## src/rtl/ss_pkg.sv

```systemverilog
package ss_pkg;

  typedef enum logic [1:0] {
    SS_IDLE = 2'd0,
    SS_RAMP = 2'd1,
    SS_DONE = 2'd2
  } ss_state_e;

  // Sink word for a level: all weights on at level 0, one unit less per step.
  function automatic logic [15:0] ramp_sink(input int unsigned lvl, input int unsigned lvl_w);
    int unsigned full;
    full = (32'd1 << (lvl_w + 1)) - 32'd1;
    return 16'(full - lvl);
  endfunction

endpackage

```

## src/rtl/ss_step_timer.sv

```systemverilog
module ss_step_timer #(
  parameter int unsigned STEP_CYC = 30000
) (
  input  logic clk,
  input  logic rst_n,
  input  logic clear,
  input  logic enable,
  output logic tick
);
  localparam int unsigned CW = (STEP_CYC > 1) ? $clog2(STEP_CYC) : 1;
  localparam logic [CW-1:0] LAST = CW'(STEP_CYC - 1);

  logic [CW-1:0] cnt_q;

  always_ff @(posedge clk or negedge rst_n) begin
    if (!rst_n)        cnt_q <= '0;
    else if (clear)    cnt_q <= '0;
    else if (enable)   cnt_q <= (cnt_q == LAST) ? '0 : cnt_q + CW'(1);
  end

  assign tick = enable && (cnt_q == LAST);

  assert_cnt_in_range_R3: assert property (@(posedge clk) disable iff (!rst_n)
    cnt_q <= LAST);

  assert_cnt_cleared_R8: assert property (@(posedge clk) disable iff (!rst_n)
    clear |=> (cnt_q == '0));

endmodule

```

## src/rtl/ss_level_ctr.sv

```systemverilog
module ss_level_ctr #(
  parameter int unsigned LVL_W = 5
) (
  input  logic             clk,
  input  logic             rst_n,
  input  logic             clear,
  input  logic             inc,
  output logic [LVL_W-1:0] level,
  output logic             at_top
);
  always_ff @(posedge clk or negedge rst_n) begin
    if (!rst_n)               level <= '0;
    else if (clear)           level <= '0;
    else if (inc && !at_top)  level <= level + LVL_W'(1);
  end

  assign at_top = (level == '1);

  assert_level_step_R3: assert property (@(posedge clk) disable iff (!rst_n)
    (!clear && inc && !at_top) |=> (level == $past(level) + LVL_W'(1)));

  assert_level_hold_R3: assert property (@(posedge clk) disable iff (!rst_n)
    (!clear && !inc) |=> $stable(level));

endmodule

```

## src/rtl/ss_sink_reg.sv

```systemverilog
module ss_sink_reg #(
  parameter int unsigned LVL_W  = 5,
  parameter int unsigned SINK_W = LVL_W + 1
) (
  input  logic              clk,
  input  logic              rst_n,
  input  logic              ramp_on,
  input  logic [LVL_W-1:0]  next_level,
  output logic [SINK_W-1:0] sink
);
  import ss_pkg::*;

  logic [15:0]       sink_full;
  logic [SINK_W-1:0] sink_d;

  always_comb begin
    sink_full = ramp_sink(int'(next_level), LVL_W);
    sink_d    = ramp_on ? sink_full[SINK_W-1:0] : '0;
  end

  always_ff @(posedge clk or negedge rst_n) begin
    if (!rst_n) sink <= '0;
    else        sink <= sink_d;
  end

endmodule

```

## src/rtl/ss_softstart_seq.sv

```systemverilog
module ss_softstart_seq #(
  parameter int unsigned STEP_CYC  = 30000,
  parameter int unsigned NUM_STEPS = 32
) (
  input  logic                           clk,
  input  logic                           rst_n,
  input  logic                           start_i,
  input  logic                           abort_i,
  output logic [$clog2(NUM_STEPS)-1:0]   step_o,
  output logic [$clog2(NUM_STEPS):0]     sink_en_o,
  output logic                           done_o
);
  import ss_pkg::*;

  localparam int unsigned LVL_W  = $clog2(NUM_STEPS);
  localparam int unsigned SINK_W = LVL_W + 1;

  ss_state_e        state_q, state_d;
  logic             go_w, clr_w, tick_w, step_w, finish_w, at_top_w;
  logic [LVL_W-1:0] level_w, next_level_w;

  // Named events
  assign go_w     = (state_q == SS_IDLE) && start_i && !abort_i;
  assign clr_w    = abort_i || go_w;
  assign step_w   = tick_w && !at_top_w && !abort_i;
  assign finish_w = tick_w && at_top_w && !abort_i;

  ss_step_timer #(.STEP_CYC(STEP_CYC)) u_timer (
    .clk    (clk),
    .rst_n  (rst_n),
    .clear  (clr_w),
    .enable (state_q == SS_RAMP),
    .tick   (tick_w)
  );

  ss_level_ctr #(.LVL_W(LVL_W)) u_level (
    .clk    (clk),
    .rst_n  (rst_n),
    .clear  (clr_w),
    .inc    (step_w),
    .level  (level_w),
    .at_top (at_top_w)
  );

  always_comb begin
    state_d = state_q;
    if (abort_i)       state_d = SS_IDLE;
    else if (go_w)     state_d = SS_RAMP;
    else if (finish_w) state_d = SS_DONE;
  end

  always_comb begin
    if (clr_w)       next_level_w = '0;
    else if (step_w) next_level_w = level_w + LVL_W'(1);
    else             next_level_w = level_w;
  end

  always_ff @(posedge clk or negedge rst_n) begin
    if (!rst_n) state_q <= SS_IDLE;
    else        state_q <= state_d;
  end

  ss_sink_reg #(.LVL_W(LVL_W), .SINK_W(SINK_W)) u_sink (
    .clk        (clk),
    .rst_n      (rst_n),
    .ramp_on    (state_d == SS_RAMP),
    .next_level (next_level_w),
    .sink       (sink_en_o)
  );

  assign step_o = level_w;
  assign done_o = (state_q == SS_DONE);

  assert_done_sink_off_R5: assert property (@(posedge clk) disable iff (!rst_n)
    done_o |-> (sink_en_o == '0));

  assert_done_from_top_R5: assert property (@(posedge clk) disable iff (!rst_n)
    $rose(done_o) |-> ($past(step_o) == '1));

  assert_abort_idle_R7: assert property (@(posedge clk) disable iff (!rst_n)
    abort_i |=> (!done_o && step_o == '0 && sink_en_o == '0));

  assert_sink_on_event_R4: assert property (@(posedge clk) disable iff (!rst_n)
    !$stable(sink_en_o) |-> $past(tick_w || go_w || abort_i));

  assert_ramp_msb_R4: assert property (@(posedge clk) disable iff (!rst_n)
    (state_q == SS_RAMP) |-> sink_en_o[SINK_W-1]);

  assert_start_ignored_R6: assert property (@(posedge clk) disable iff (!rst_n)
    (done_o && start_i && !abort_i) |=> done_o);

endmodule

```

## config.mk

```make
export PLATFORM = sky130hd
export DESIGN_NAME = ss_softstart_seq
export DESIGN_NICKNAME = d
export VERILOG_FILES = /design/src/rtl/ss_pkg.sv /design/src/rtl/ss_step_timer.sv /design/src/rtl/ss_level_ctr.sv /design/src/rtl/ss_sink_reg.sv /design/src/rtl/ss_softstart_seq.sv
export SDC_FILE = /design/constraint.sdc
export NUM_CORES = 1
export LEC_CHECK = 0
export BUFFER_PORTS_ARGS = -buffer_cell sky130_fd_sc_hd__buf_4
export CAP_MARGIN = 20
export CORE_AREA = 2 2 50 71
export CTS_CLUSTER_DIAMETER = 120
export DETAILED_ROUTE_END_ITERATION = 10
export DIE_AREA = 0 0 52 73
export HOLD_SLACK_MARGIN = 0.15
export PLACE_DENSITY = 0.72
export SLEW_MARGIN = 30
export SYNTH_ARGS = -nofsm -noshare
export SYNTH_HDL_FRONTEND = slang
export SYNTH_HIERARCHICAL = 1
export SYNTH_SLANG_ARGS = --single-unit
```

## constraint.sdc

```tcl
create_clock -name clk -period 2.9 [get_ports clk]
set_clock_uncertainty 0.2 [all_clocks]
set_input_delay 0.435 -clock clk [delete_from_list [all_inputs] [get_ports clk]]
set_output_delay 0.435 -clock clk [all_outputs]
set_load 0.03 [all_outputs]
```

### Yosys cells after proc, flatten, opt, wreduce, memory -nomap -nowiden

Index checks and enable logic that the tools add are counted.

* bits in registers: 28
* word-level logic and storage cells: 37
* input port bits: 4

* multiplexer cells: 11
* reductions and logical operators: 14
* equal/unequal tests: 5
* add/sub/neg operators: 3

Operators by type and width (number)
* 2-to-1 mux 15 bit: 3
* 2-to-1 mux 5 bit: 4
* adder 15 x 1 -> 15 bit (second input constant): 1
* equality test 15 bit (second input constant): 1
* logical AND 1 bit: 8
* 2-to-1 mux 2 bit: 3
* 2-to-1 mux 6 bit: 1
* subtractor 6 x 5 -> 6 bit (first input constant): 1
* adder 5 x 1 -> 5 bit (second input constant): 1
* equality test 5 bit (second input constant): 1
* equality test 2 x 1 -> 1 bit (second input constant): 2
* nonzero test 2 bit: 2
* equality test 2 bit (second input constant): 1
* logical NOT 1 bit: 2
* logical NOT 2 bit: 1
* logical OR 1 bit: 1

### Logic depth before layout (Yosys ltp)

Gate-level depths: netlist (run 1).

* depth in word-level cells: 9
* mapped depth: 11

### Cells and area by module

The synthesis (run 1) kept the hierarchy.

Modules (own cells, without submodules)
* ss_step_timer: area an instance 922.1 sq um, times used 1, cells an instance 94
* ss_level_ctr: area an instance 249.0 sq um, times used 1, cells an instance 23
* ss_softstart_seq: area an instance 231.5 sq um, times used 1, cells an instance 34
* ss_sink_reg: area an instance 193.9 sq um, times used 1, cells an instance 11

### Worst setup path before layout (run 1)

No wires, ideal clock.

* kind: register to register
* start: register u_timer.cnt_q[7]
* end: register u_sink.sink[4]
* stages on the path, launching flop included: 9
* slack: 0.113 ns
* clock period less this slack: 2.787 ns
* library setup time: 0.120 ns
* buffers on the path: 1
* arrival: 2.468 ns
* data required time: 2.580 ns
* path through: dfrtp_1 -> nor4b_4 -> nand4_2 -> nor2_1 -> or3b_1 -> buf_2 -> or4_1 -> a21oi_1 -> and2b_2

RTL lines
* start, declared: RTL line ss_step_timer.sv:13 `logic [CW-1:0] cnt_q;`
* start signal, assigned: RTL line ss_step_timer.sv:18 `else if (enable) cnt_q <= (cnt_q == LAST) ? '0 : cnt_q + CW'(1);`
* equality test 15 bit: RTL line ss_step_timer.sv:21 `assign tick = enable && (cnt_q == LAST);`
* logical AND 1 bit: RTL line ss_step_timer.sv:21
* via tick_w: RTL line ss_softstart_seq.sv:19 `logic go_w, clr_w, tick_w, step_w, finish_w, at_top_w;`
* logical AND 1 bit (2 in series): RTL line ss_softstart_seq.sv:25 `assign step_w = tick_w && !at_top_w && !abort_i;`
* 2-to-1 mux 5 bit: RTL line ss_softstart_seq.sv:54 `else if (step_w) next_level_w = level_w + LVL_W'(1);`
* 2-to-1 mux 5 bit: RTL line ss_softstart_seq.sv:53 `if (clr_w) next_level_w = '0;`
* via next_level_w[4]: RTL line ss_softstart_seq.sv:20 `logic [LVL_W-1:0] level_w, next_level_w;`
* subtractor 6 x 5 -> 6 bit: RTL line ss_pkg.sv:13 `return 16'(full - lvl);`
* 2-to-1 mux 6 bit: RTL line ss_sink_reg.sv:18 `sink_d = ramp_on ? sink_full[SINK_W-1:0] : '0;`
* via u_sink.sink_d[4]: RTL line ss_sink_reg.sv:14 `logic [SINK_W-1:0] sink_d;`
* end signal, assigned: RTL line ss_sink_reg.sv:23 `else sink <= sink_d;`
* end, declared: RTL line ss_sink_reg.sv:9 `output logic [SINK_W-1:0] sink`

The timed path passes the listed nets, and every way through them passes these cells.
A chain may end at the register's enable or synchronous reset.

### Final worst setup path (run 1)

* start: register u_timer.cnt_q[0]
* end: register u_sink.sink[4]

Same word-level chain as after synthesis.

==> results_dict.tcl, run 1 <==
set metrics [dict create \
    syn_area_sq_um 1600 \
    io_buffers 15 \
    tightest_slew_ps 423 \
    place_congestion 0.895 \
    fin_nets 201 \
    dp_hpwl_mm 2.67 \
    synth_edf_count 0 \
    clock_sinks 28 \
    avgSynthCellArea_sq_um 9.86 \
    rows 25 \
    initialDrtViolationCount 41 \
    synth_top_area_share_pct 43.9 \
    wl_per_cell_microns 15.5 \
    drive_gt1_share_pct 27.1 \
    cp.arrival_ps 2740 \
    period_needed_ps 2770 \
    antennaDiodeCount 0 \
    setup_viol 0 \
    dieHeight_microns 73 \
    place_area_sq_um 1830 \
    syn_inst 162 \
    grt_max_degree 29 \
    io_pins 16 \
    grt_pass1_vias 1390 \
    drv_slew 0 \
    vias 1324 \
    hold_viol 0 \
    cts-root-buf "clkbuf_8" \
    grt_usage_pct 21.8 \
    synthDistinctLibCells 47 \
    grt_pass1_wl_mm 6.16 \
    area_growth_pct 21.6 \
    synthTopCellsByArea "dfrtp_1 44%, nor2_1 4.5%, ha_1 3.1%, and2b_2 2.7%, xor2_1 2.7%" \
    synthTopCellsByCount "28 x dfrtp_1, 19 x nor2_1, 11 x nand2_1" \
    overflow 0 \
    cp.required_ps 2870 \
    ys_ff_latch 28 \
    dieArea_sq_um 3800 \
    maxCapViolCount 0 \
    slowest_delay_ps 470 \
    final_cell_area_sq_um 1940 \
    hp-class "reg2reg" \
    cts_tree "yes" \
    worst_ir_drop_vdd_uv 341 \
    setup_slack_ps 129 \
    die_w_microns 52 \
    power_density_nw_per_um2 406 \
    fin_crit_sh_pct 95.5 \
    cts_max_path_buffers 2 \
    coreArea_sq_um 3220 \
    synth-warning-count 6 \
    yosysMostFrequentCell "dfrtp_1" \
    clock.fmax_mhz 361 \
    yosys.area.top_type "dfrtp_1" \
    worstSetupPathType "reg2reg" \
    drtAntennaViolNets 0 \
    synth_ff_type "dfrtp_1" \
    wirelength_mm 3.59 \
    path_clk_slew_ps 90 \
    place_ws_ps 113 \
    start_util_pct 49.6 \
    async_flop_share_pct 100 \
    first_pass_iters 4 \
    worstSetupStartpointType "flip-flop" \
    ys_seq_area_share_pct 43.9 \
    status "finished, final reports clean" \
    numCtsBuffers 3 \
    drc 0 \
    cp_max_fo 8 \
    htreeDepth 1 \
    relSlewSlack_pct 71.8 \
    via_per_inst 5.71 \
    crit_chain "ha_2 > and4_2 > nand4_2 > nor2_2 > or3b_4 > or4_1 > a21oi_1 > and2b_2" \
    syn_nets 170 \
    end_kind "flip-flop" \
    antenna_found_initial 0 \
    worst_path_max_delay_cell "or4_1" \
    clk_latency_ps 270 \
    leakagePower_nw 0.843 \
]
[layout by cell type (no fill, tap or decap), drive strengths merged, types with 2 or more instances in the layout]
cell,synthesis,layout
a21oi,8,8
a31oi,2,2
a41oi,2,2
and2b,5,5
buf,3,29
clkbuf,2,3
dfrtp,28,28
dlygate4sd3,0,2
ha,4,4
inv,4,4
mux2i,2,2
nand2,11,11
nand2b,4,4
nand3,7,7
nand3b,3,3
nand4,5,5
nor2,19,19
nor2b,3,3
nor3,4,4
nor4,3,3
o2111ai,2,2
o21ai,8,8
or2,2,2
or3,5,5
xnor2,4,4
xor2,5,5
[through the flow]
step	hold slack [ps]	std cells	TNS (ps)	total power, mW	util, %
2_1_floorplan	-60.6	162	0	0.457	-
3_3_place_gp	170	225	0	0.488	56.9
3_5_place_dp	174	225	0	0.490	56.9
4_1_cts	323	231	0	0.796	59.7
5_1_grt	368	232	-2.07	0.822	60.2
6_report	322	232	0	0.788	60.2
[critical path: cells and delay by family, from the launching register on]
family | cells | cell delay [ps]
flip-flops | 1 | 420
adder cells (fa/ha/maj) | 1 | 230
AND/OR/NAND/NOR | 6 | 1680
AO/OA/AOI/OAI | 1 | 140
[final cells by class]
type / instances / area, sq um
Clock inverter: 1 / 30.0
Timing Repair Buffer: 31 / 238
Fill cell: 268 / 1280
Clock buffer: 3 / 41.3
Sequential cell: 28 / 701
Multi-Input combinational cell: 124 / 862
Inverter: 5 / 18.8
Tap cell: 40 / 50.0
[per-layer routing]
layer / global-route usage (%) / vias to the layer above / share of wire (%)
li1: - / 639 / -
met1: 23.3 / 657 / 39
met2: 41.8 / 22 / 58
met3: 2.25 / 6 / 1.9
met4: 9.36 / 0 / 1.8
met5: 0 / - / 0
[power breakdown]
| part | switching, mW | internal, mW | total (mW) |
|---|---|---|---|
| sequential | 0.00473 | 0.399 | 0.404 |
| clock | 0.119 | 0.185 | 0.303 |
| combinational | 0.0503 | 0.0305 | 0.0808 |
[registers in the layout, summed over array words and instances, names as in the netlist]
name,count
state_q,2
u_level/level,5
u_sink/sink,6
u_timer/cnt_q,15
[timing repair]
action,in CTS,in global routing
endpoints found under the hold margin,29,0
endpoints found under the setup margin,0,2
hold buffers,2,0
gates resized for setup,0,4
buffers inserted,0,1
[path summary, 6_finish.rpt]
path	from	to	slack, ps	cells past startpoint
max in group asynchronous	rst_n	u_timer/cnt_q[11]	1830	2
worst min-delay path	u_timer/cnt_q[13]	u_timer/cnt_q[13]	320	1
worst max register to register	u_timer/cnt_q[0]	u_sink/sink[4]	130	8
worst min register to register	u_timer/cnt_q[13]	u_timer/cnt_q[13]	320	1
worst max-delay path	u_timer/cnt_q[0]	u_sink/sink[4]	130	8
min in group asynchronous	rst_n	u_timer/cnt_q[5]	400	2
[kinds of logic (layout without fill, tap and decap cells)]
kind of cell	after synthesis	after routing	synth area share [%]
compound gates	29	29	13.5
buf+inv	10	40	2.66
mux	3	3	1.96
simple gates	79	79	29.9
fa+ha+maj	4	4	3.13
flops	28	28	43.9
xor+xnor	9	9	4.94
(Power assumes the default switching activity.)
==> run 2: changes to the inputs <==
- CORE_AREA: 2 2 50 71 -> 2 2 71 100
- DIE_AREA: 0 0 52 73 -> 0 0 73 102
- PLACE_DENSITY: 0.72 -> default
- clock period: 2.9 -> 3.2 ns (I/O delays scaled with it)
==> run 2 against run 1 <==
  * Hold slack worse by 140 ps
  * Fmax down 7.7%
  * Clock power down 6.9%
  * First-iteration DRC count up 41%
  * Wire length down 5.5%
  * Die area up 96%
  * Non-clock buffer count down 13
  * Sequential power down 9.4%
  * Setup slack better by 70 ps
  * Critical path depth unchanged
  * Count of clock-buffer cells in the layout unchanged
==> results_dict.tcl, run 2 (synthesis gave the netlist of run 1 again) <==
set metrics [dict create \
    status "finished, final reports clean" \
    end_kind "flip-flop" \
    cp.required_ps 3180 \
    tightest_slew_ps 566 \
    wirelength_mm 3.39 \
    worst_ir_drop_vdd_uv 146 \
    relSlewSlack_pct 62.0 \
    maxCapViolCount 0 \
    overflow 0 \
    layout_commonest_cell "dfrtp_1" \
    setup_viol 0 \
    via_per_inst 4.98 \
    first_pass_iters 4 \
    numCtsBuffers 3 \
    place_area_sq_um 1790 \
    final_cell_mix "28 x dfrtp_1, 19 x nor2_1, 17 x buf_4" \
    place_ws_ps 241 \
    drive_gt1_share_pct 20.1 \
    setup_slack_ps 199 \
    worstSetupPathType "reg2reg" \
    clk_latency_ps 270 \
    grt_usage_pct 9.75 \
    cp.arrival_ps 2980 \
    die_w_microns 73 \
    hold_viol 0 \
    dieArea_sq_um 7450 \
    r2r-start "u_timer/cnt_q[0]" \
    rsz0062_at_grt "false" \
    io_pins 16 \
    drc 0 \
    clock.fmax_mhz 333 \
    cts_tree "yes" \
    reg2reg_depth 8 \
    start_util_pct 24.5 \
    fin_crit_sh_pct 93.8 \
    io_buffers 15 \
    final_util_pct 28.7 \
    leakagePower_nw 0.777 \
    period_needed_ps 3000 \
    area_growth_pct 17.4 \
    clock_sinks 28 \
    grt_max_degree 29 \
    fin_nets 188 \
    final_cell_area_sq_um 1870 \
    cts_resized 0 \
    grt_pass1_wl_mm 5.70 \
    power_density_nw_per_um2 383 \
    min-delay-start "abort_i" \
    vias 1260 \
    largest_reg_flops 15 \
    layoutNonFillerInstCount 253 \
    grt_pass1_vias 1226 \
    whs_endpoint "state_q[0]" \
    worstSetupStartpointType "flip-flop" \
    dp_cells 248 \
    initialDrtViolationCount 58 \
    drv_slew 0 \
    drtAntennaViolNets 0 \
    cts-root-buf "clkbuf_8" \
    cts_max_path_buffers 2 \
    antennaDiodeCount 0 \
    hold_path_depth 2 \
    dieHeight_microns 102 \
    nFillCells 677 \
    largest_registers "u_timer/cnt_q x15, u_sink/sink x6, u_level/level x5" \
    antenna_found_initial 0 \
    hp-class "in2reg" \
    path_clk_slew_ps 100 \
    r2r_end "u_sink/sink[4]" \
    place_congestion 0.802 \
    rrSetupSlack_ps 200 \
    wl_per_cell_microns 13.4 \
    dp_hpwl_mm 2.46 \
    cp_max_fo 8 \
    htreeDepth 1 \
    rows 35 \
    top_register "u_timer/cnt_q" \
    coreArea_sq_um 6530 \
    timing.setup.tns_ps 0 \
]
==> run 2: layout make-up <==
cell class	count	area (sq um)	area share, %
sequential	28	701	37.4
timing repair buffer	18	138	7.34
tap	74	92.6	4.94
clock inverter	1	30.0	1.60
clock buffer	3	41.3	2.20
inverter	5	18.8	1.00
multi-input combinational	124	853	45.5
==> run 2: worst max path at each step <==
stage                                 to        startpoint  cells after the start
final                     u_sink/sink[4]  u_timer/cnt_q[0]                      8
after global routing      u_sink/sink[4]  u_timer/cnt_q[0]                      8
after CTS                 u_sink/sink[4]  u_timer/cnt_q[7]                      7
after detailed placement  u_sink/sink[4]  u_timer/cnt_q[7]                      7
after global placement    u_sink/sink[4]  u_timer/cnt_q[7]                      7
after floorplan           u_sink/sink[4]  u_timer/cnt_q[7]                      8
==> run 2: power breakdown <==
part	switching, mW	internal (mW)	total (mW)	leakage [nW]
clock	0.115	0.168	0.282	0.0357
sequential	0.00414	0.362	0.366	0.383
combinational	0.0450	0.0251	0.0701	0.358
==> run 2: per-stage QoR <==
step	hold slack [ps]	power (mW)
after global placement	223	0.443
after CTS	174	0.727
after detailed placement	230	0.444
after floorplan	-15.6	0.414
after global routing	184	0.750
final	178	0.718
==> run 2: layer usage <==
layer	vias up	global-route usage (%)	wire length (microns)
li1	621	-	-
met2	26	17.3	1800
met3	2	1.38	89
met4	0	3.42	32
met5	-	0	0
met1	611	11.8	1470
==> run 2: timing repair <==
item	CTS	global route
hold endpoints to repair	28	0
buffers inserted	0	0
setup endpoints to repair	0	0
hold buffers	1	0
==> run 2: critical path, stage by stage, from the launching register on <==
cell     delay, ps
dfrtp_1        420
ha_1           230
and4_1         290
nand4_2        180
nor2_1         240
or3b_1         490
or4_1          490
a21oi_1        140
and2b_2        220
==> run 3: changes to the inputs <==
- CORE_AREA: 2 2 71 100 -> 8 8 77 106
- CTS_BUF_LIST: default -> sky130_fd_sc_hd__clkbuf_16
- DIE_AREA: 0 0 73 102 -> 0 0 85 114
==> run 3 against run 2 <==
  * Setup slack lost 8.8 ps
  * Count of clock-buffer cells in the layout is the same
  * Clock power grew 30%
  * Combinational power about the same
  * Hold slack improved by 22 ps
  * Design area is 1.8% higher
  * First-iteration DRC count increased by 22%
  * Final cell count is the same
  * Critical path depth decreased by 1
  * Critical endpoint unchanged
==> results_dict.tcl, run 3 (synthesis gave the netlist of run 1 again) <==
set metrics [dict create \
    status "finished, final reports clean" \
    place_ws_ps 223 \
    hold_viol 0 \
    clockPowerShare_pct 45.7 \
    grt_usage_pct 7.82 \
    pwr-share-comb_pct 8.7 \
    postCtsSetupBuffers 0 \
    wirelength_mm 3.51 \
    relSlewSlack_pct 63.7 \
    coreArea_sq_um 6530 \
    cts-root-buf "clkbuf_16" \
    hp-class "in2reg" \
    regArea_sq_um 701 \
    io_buffers 15 \
    final_cell_mix "28 x dfrtp_1, 19 x nor2_1, 17 x buf_4" \
    rows 35 \
    fin_crit_sh_pct 94.1 \
    io_pins 16 \
    cts_resized 0 \
    leakagePower_nw 0.792 \
    netSwitchingFraction_pct 21.0 \
    maxCapViolCount 0 \
    first_pass_iters 4 \
    cp.required_ps 3160 \
    dieHeight_microns 114 \
    antenna_found_initial 0 \
    worstSetupPathType "reg2reg" \
    antennaDiodeCount 0 \
    start_util_pct 24.5 \
    die_w_microns 85 \
    wl_per_cell_microns 13.9 \
    drtAntennaViolNets 0 \
    grt_pass1_wl_mm 6.19 \
    power_density_nw_per_um2 422 \
    tightest_slew_ps 540 \
    grt_max_degree 29 \
    rsz0062_at_grt "false" \
    top_register "u_timer/cnt_q" \
    drc 0 \
    htreeDepth 1 \
    grt_pass1_vias 1312 \
    clock.fmax_mhz 332 \
    place_congestion 0.790 \
    path_clk_slew_ps 70 \
    cts_max_path_buffers 2 \
    numCtsBuffers 3 \
    area_growth_pct 19.5 \
    p_int_mw 0.636 \
    worstSetupStartpointType "flip-flop" \
    seqPwrFrac_pct 45.5 \
    setup_viol 0 \
    via_per_inst 4.96 \
    dieArea_sq_um 9690 \
    cts_tree "yes" \
    initialDrtViolationCount 71 \
    timing.setup.tns_ps 0 \
    largest_reg_flops 15 \
    drv_slew 0 \
    overflow 0 \
    hold_buffers 1 \
    multiInputGateArea_sq_um 853 \
    end_kind "flip-flop" \
    clk_latency_ps 260 \
    period_needed_ps 3010 \
    fin_nets 188 \
    vias 1256 \
    place_area_sq_um 1790 \
    setup_slack_ps 190 \
    cp_max_fo 8 \
    final_cell_area_sq_um 1910 \
    layout_commonest_cell "dfrtp_1" \
    clock_sinks 28 \
    cp.arrival_ps 2970 \
    drive_gt1_share_pct 20.1 \
    worst_ir_drop_vdd_uv 264 \
    power.switching_mw 0.169 \
    largest_registers "u_timer/cnt_q x15, u_sink/sink x6, u_level/level x5" \
    dp_hpwl_mm 2.61 \
    nFillCells 673 \
]
## run 3: layout make-up
| class | instances | area share [%] |
|---|---|---|
| well taps | 74 | 4.85 |
| flip-flops and latches | 28 | 36.7 |
| clock buffers | 3 | 3.93 |
| repair buffers | 18 | 7.21 |
| multi-input cells | 124 | 44.7 |
| inverters | 5 | 0.984 |
| clock inverters | 1 | 1.57 |
## run 3: metrics by stage
stage / utilization [%] / power (mW) / std cells / hold WS, ps
floorplan: - / 0.414 / 162 / -15.6
global placement: 27.5 / 0.444 / 248 / 225
detailed placement: 27.5 / 0.445 / 248 / 232
CTS: 29.2 / 0.818 / 253 / 196
global route: 29.2 / 0.837 / 253 / 208
finish: 29.2 / 0.805 / 253 / 200
## run 3: final timing paths
check	startpoint	endpoint	slack, ps	cells past startpoint
max	u_timer/cnt_q[7]	u_sink/sink[4]	190	7
min	abort_i	state_q[0]	200	2
max reg2reg	u_timer/cnt_q[7]	u_sink/sink[4]	190	7
min reg2reg	u_timer/cnt_q[13]	u_timer/cnt_q[13]	310	1
max in group asynchronous	rst_n	state_q[0]	2040	2
min in group asynchronous	rst_n	u_timer/cnt_q[6]	480	2
## run 3: critical path: stages, from the launching register on
cell,delay [ps]
dfrtp_1,450
nor4b_4,440
nand4_2,240
nor2_1,230
or3b_1,490
or4_1,500
a21oi_1,140
and2b_2,220
## run 3: routing by layer
layer	GRT usage, %	routed length, microns	vias to the layer above	part of all wire, %
li1	-	-	620	-
met1	8.57	1540	609	44
met2	13.8	1790	25	51
met3	1.65	137	2	3.9
met4	3.94	38	0	1.1
met5	0	0	-	0
## run 3: power by group through the flow
stage | combinational [mW] | sequential, mW | clock [mW]
6_report | 0.0704 | 0.367 | 0.368
5_1_grt | 0.0778 | 0.367 | 0.393
4_1_cts | 0.0725 | 0.367 | 0.379
3_5_place_dp | 0.0713 | 0.374 | 0
3_3_place_gp | 0.0705 | 0.373 | 0
2_1_floorplan | 0.0285 | 0.386 | 0
